===== src/rtl/mstby_pkg.sv =====
package mstby_pkg;

  typedef enum logic [1:0] {
    MODE_FORCE = 2'd0,
    MODE_NONE  = 2'd1,
    MODE_SMART = 2'd2,
    MODE_RSVD  = 2'd3
  } stby_mode_e;

  localparam int unsigned PS_W_DEF = 2;
  localparam logic [PS_W_DEF-1:0] PS_D0_ACTIVE = '0;

endpackage


===== src/rtl/mstby_mode_reg.sv =====
module mstby_mode_reg
  import mstby_pkg::*;
(
  input  logic       clk,
  input  logic       rst_n,
  input  logic       wr_en,
  input  logic [1:0] wr_data,
  output stby_mode_e mode_q
);

  always_ff @(posedge clk) begin
    if (!rst_n) begin
      mode_q <= MODE_SMART;
    end else if (wr_en) begin
      mode_q <= stby_mode_e'(wr_data);
    end
  end

endmodule


===== src/rtl/mstby_decide.sv =====
module mstby_decide
  import mstby_pkg::*;
#(
  parameter int unsigned PS_W = PS_W_DEF
) (
  input  logic            clk,
  input  logic            rst_n,
  input  stby_mode_e      mode,
  input  logic [PS_W-1:0] pwr_state,
  input  logic            mem_en,
  input  logic            outstanding,
  output logic            mstandby_q
);

  localparam logic [PS_W-1:0] D0_CODE = PS_W'(PS_D0_ACTIVE);

  logic access_possible;
  logic want_stby;
  logic stby_next;

  assign access_possible = (pwr_state == D0_CODE) && mem_en;

  always_comb begin
    unique case (mode)
      MODE_FORCE: want_stby = 1'b1;
      MODE_NONE:  want_stby = 1'b0;
      default:    want_stby = !access_possible;
    endcase
  end

  // leaving standby is immediate; re-entry waits for the port to be idle
  assign stby_next = want_stby && (mstandby_q || !outstanding);

  always_ff @(posedge clk) begin
    if (!rst_n) begin
      mstandby_q <= 1'b1;
    end else begin
      mstandby_q <= stby_next;
    end
  end

endmodule


===== src/rtl/mstby_slot.sv =====
module mstby_slot #(
  parameter int unsigned DATA_W = 32
) (
  input  logic              clk,
  input  logic              rst_n,
  input  logic              gate_open,
  input  logic              in_valid,
  output logic              in_ready,
  input  logic [DATA_W-1:0] in_data,
  output logic              m_valid,
  input  logic              m_ready,
  output logic [DATA_W-1:0] m_data,
  output logic              held,
  output logic              ovf_q
);

  logic              slot_v;
  logic [DATA_W-1:0] slot_d;
  logic              offer_q;
  logic              m_fire;
  logic              in_fire;

  assign m_valid  = slot_v && (gate_open || offer_q);
  assign m_data   = slot_d;
  assign m_fire   = m_valid && m_ready;
  assign in_ready = !slot_v || m_fire;
  assign in_fire  = in_valid && in_ready;
  assign held     = slot_v;

  always_ff @(posedge clk) begin
    if (!rst_n) begin
      slot_v  <= 1'b0;
      offer_q <= 1'b0;
      ovf_q   <= 1'b0;
    end else begin
      if (in_fire) begin
        slot_v <= 1'b1;
      end else if (m_fire) begin
        slot_v <= 1'b0;
      end
      offer_q <= m_valid && !m_ready;
      ovf_q   <= in_valid && !in_ready;
    end
  end

  always_ff @(posedge clk) begin
    if (in_fire) begin
      slot_d <= in_data;
    end
  end

endmodule


===== src/rtl/mstby_ctrl.sv =====
module mstby_ctrl
  import mstby_pkg::*;
#(
  parameter int unsigned DATA_W = 32,
  parameter int unsigned PS_W   = PS_W_DEF
) (
  input  logic              clk,
  input  logic              rst_n,
  input  logic              cfg_wr_en,
  input  logic [1:0]        cfg_wr_data,
  input  logic [PS_W-1:0]   pwr_state,
  input  logic              mem_en,
  input  logic [1:0]        link_pm,
  input  logic              in_valid,
  output logic              in_ready,
  input  logic [DATA_W-1:0] in_data,
  output logic              m_valid,
  input  logic              m_ready,
  output logic [DATA_W-1:0] m_data,
  output logic              mstandby,
  input  logic              mwait,
  output logic              mwakeup,
  output logic              ovf_err
);

  stby_mode_e mode_w;
  logic       stby_w;
  logic       held_w;
  logic       gate_w;

  mstby_mode_reg u_mode (
    .clk     (clk),
    .rst_n   (rst_n),
    .wr_en   (cfg_wr_en),
    .wr_data (cfg_wr_data),
    .mode_q  (mode_w)
  );

  mstby_decide #(.PS_W(PS_W)) u_decide (
    .clk         (clk),
    .rst_n       (rst_n),
    .mode        (mode_w),
    .pwr_state   (pwr_state),
    .mem_en      (mem_en),
    .outstanding (m_valid),
    .mstandby_q  (stby_w)
  );

  assign gate_w = !stby_w && !mwait;

  mstby_slot #(.DATA_W(DATA_W)) u_slot (
    .clk       (clk),
    .rst_n     (rst_n),
    .gate_open (gate_w),
    .in_valid  (in_valid),
    .in_ready  (in_ready),
    .in_data   (in_data),
    .m_valid   (m_valid),
    .m_ready   (m_ready),
    .m_data    (m_data),
    .held      (held_w),
    .ovf_q     (ovf_err)
  );

  assign mstandby = stby_w;
  assign mwakeup  = held_w && stby_w;

endmodule


===== config.mk =====
export PLATFORM = sky130hd
export DESIGN_NAME = mstby_ctrl
export DESIGN_NICKNAME = d
export VERILOG_FILES = /design/src/rtl/mstby_pkg.sv /design/src/rtl/mstby_mode_reg.sv /design/src/rtl/mstby_decide.sv /design/src/rtl/mstby_slot.sv /design/src/rtl/mstby_ctrl.sv
export SDC_FILE = /design/constraint.sdc
export NUM_CORES = 1
export LEC_CHECK = 0
export BUFFER_PORTS_ARGS = -buffer_cell sky130_fd_sc_hd__buf_2
export CORE_ASPECT_RATIO = 1.1
export CORE_MARGIN = 2
export CORE_UTILIZATION = 43
export DETAILED_ROUTE_END_ITERATION = 6
export GPL_TIMING_DRIVEN = 0
export PLACE_DENSITY = 0.82
export SLEW_MARGIN = 20
export SYNTH_ARGS = -nofsm -noshare
export SYNTH_HDL_FRONTEND = slang
export SYNTH_HIERARCHICAL = 1
export SYNTH_SLANG_ARGS = --single-unit

===== constraint.sdc =====
create_clock -name clk -period 8 [get_ports clk]
set_input_delay 1.6 -clock clk [delete_from_list [all_inputs] [get_ports clk]]
set_output_delay 1.6 -clock clk [all_outputs]
set_load 0.02 [all_outputs]

==> results.cfg <==
[synthesis]
synth-async-reset-ratio_pct = 0
synth_cells = 58
synthAdderAreaFrac_pct = 0
synth_common_cells = edfxtp_1 (32), dfxtp_1 (6)
synth-xor-area-share_pct = 0
synthMuxAreaShare_pct = 1.64
synth_area_mm2 = 0.00122
synth.most_common_cell = edfxtp_1
ys_ff_latch = 38
yosysSeqAreaShare_pct = 88.6
netlist.area_leader.share_pct = 78.8
synth_nets = 103
yosys.area_share.simple_pct = 6.67
synth_ff_type = edfxtp_1
yosysTopAreaCell = edfxtp_1
synth_edf_count = 32
synth-compound-area-share_pct = 2.77
synth_top_family_by_area = simple AND/OR/NAND/NOR gates
synthTopCellsByArea = edfxtp_1 (79%), dfxtp_1 (9.8%), mux2i_1 (1.6%), and2_1 (1.0%), and4bb_2 (1.0%)
ys_types = 18
syn_area_per_cell_um2 = 21.0
yosys_warnings = 6

[critical_path]
crit_path_frequent_cell = buf_2
r2r_slack_ns = 6.40
worst_setup_path_start_kind = input port
worstReg2RegEnd = u_slot/m_data[17]
arrival_ns = 2.29
end_kind = primary output
worstPathCellList = buf_2 > nor2_1 > or2_1 > and2_1 > buf_2
r2r-start = u_decide/mstandby_q
crit_start = mwait
crit_required_ns = 6.40
worst_r2r_path_depth = 4
crit_fanout = 3
worstSetupPathType = input port to primary output
crit_slowest_cell = or2_1
slowest_delay_ns = 0.24

[global_route]
track_usage_pct = 15.8
antenna_found_initial = 0
grt_pass1_vias = 793
grt_max_degree = 21
grt_pass1_wl_um = 3370
overflow = 0

[sta]
maxSlewViolCount = 0
clock.fmax_ghz = 0.257
setup_tns_ns = 0
rsz0062_at_grt = no
hold_violations = 0
maxSlewHeadroom_pct = 66.4
clock_skew_ns = 0.00522
finalSetupViolCount = 0
fin_crit_sh_pct = 48.6
min_period_ns = 3.89
tightest_slew_ns = 0.502

[clock_tree]
cts.repair.resized = 0
cts_tree = built
numClockSinks = 38
cts_hold_buf = 0
max-clock-path-buffers = 2
clk_pin_slew_ns = 0.09
numCtsBuffers = 5
postCtsSetupRepairBufs = 0
h-tree-depth = 2
cts-root-buf = clkbuf_4
clkLatencyLatePin_ns = 0.32

[die]
dieArea_mm2 = 0.00328
core_area_mm2 = 0.00273
start_util_pct = 44.7
rows = 20
chipWidth_um = 54.8
pin_count = 82
die_h_um = 59.9

[layout]
final_core_util_pct = 63.8
layout-drive-gt1-share_pct = 60.7
n_fill_cell = 238
syn_to_final_growth_pct = 42.7
n_antenna_cell = 0
nets = 190
design_area_mm2 = 0.00174

[worst_hold_path]
hp-start = u_mode/mode_q[1]
whs_path_depth = 2
hold_class = flip-flop to flip-flop
min_to = u_mode/mode_q[1]

[routing]
post_drt_wl_per_cell_um = 12.7
drt-vias-per-instance = 4.54
drc = 0
final_antenna_net_count = 0
vias = 809
drt_iter0_markers = 19
dr.pass1.iters = 4
routed_wirelength_um = 2250

[place]
dp_hpwl_um = 1790
placed_area_mm2 = 0.00170
io_buffers = 79
gp_congestion = 0.645

[power]
power_uw = 359
ir_drop_uv = 149
p_sw_share_pct = 22.5
power_frac_comb_pct = 12.0
p_clk_share_pct = 23.8
p_sw_uw = 80.9
p_per_area_mw_per_mm2 = 206
leakage_nw = 0.769
p_seq_share_pct = 64.1
internal_power_uw = 278

[run]
drv_cap = 0

[run_status]
status = completed
==> cells by family (layout without fill, tap and decap cells) <==
logic type,count (synthesis),count (layout)
flops,38,38
buf+inv,1,88
compound gates,5,5
mux,2,2
simple gates,12,12
==> placed cells by master, fill, tap and decap left out <==
cell type / n
and2b_1: 1
and4b_1: 1
clkbuf_1: 2
o21ai_0: 1
a31oi_1: 1
nor2b_1: 2
and2_1: 2
buf_2: 79
clkbuf_4: 5
inv_1: 1
o21ai_1: 1
o31ai_2: 1
nor2_1: 1
or2_1: 1
and4_1: 1
dfxtp_1: 6
nand2_1: 2
and4bb_2: 1
mux2i_1: 2
edfxtp_1: 32
buf_16: 1
a21oi_4: 1
==> flip-flops by register name, indices dropped and copies added (netlist names) <==
signal,cells
u_slot/m_data,32
u_mode/mode_q,2
u_decide/mstandby_q,1
u_slot/held,1
u_slot/offer_q,1
u_slot/ovf_q,1
==> critical path, delay by kind of cell <==
kind,cells,cell delay [ns]
buffers and inverters,2,0.23
and+or+nand+nor,3,0.46
==> power groups by stage <==
stage	Sequential (mW)	Combinational [mW]	Clock [mW]
after floorplan	0.248	0.00720	0
after global placement	0.235	0.0396	0
after detailed placement	0.235	0.0437	0
after CTS	0.230	0.0438	0.0887
after global routing	0.232	0.0470	0.0969
final	0.230	0.0431	0.0855
==> layer usage <==
| metal | track usage, % | vias up | wire length, um |
|---|---|---|---|
| li1 | - | 400 | - |
| met1 | 16.3 | 359 | 783 |
| met5 | 0 | - | 0 |
| met4 | 9.64 | 0 | 32 |
| met2 | 25.5 | 45 | 1170 |
| met3 | 7.25 | 5 | 269 |
==> through the flow <==
stage | hold WS [ns] | cells | setup slack, ns
floorplan | 0.447 | 58 | 4.15
global placement | 0.464 | 170 | 3.55
detailed placement | 0.493 | 171 | 4.13
CTS | 0.516 | 178 | 4.11
global route | 0.582 | 178 | 4.06
finish | 0.513 | 178 | 4.11
==> worst max path at each step <==
stage / to / cells past startpoint
after global placement: u_slot/m_data[16] / 4
after detailed placement: m_valid / 5
final: m_valid / 5
after CTS: m_valid / 5
after global routing: m_valid / 5
after floorplan: u_slot/m_data[0] / 3
==> layout make-up <==
type	instances	area, um2	area share (%)
Sequential cell	38	1080	62.1
Timing Repair Buffer	80	423	24.3
Multi-Input combinational cell	19	146	8.41
Clock buffer	7	45.0	2.59
Tap cell	33	41.3	2.37
Inverter	1	3.75	0.216
Power figures use the tool's default switching activity.
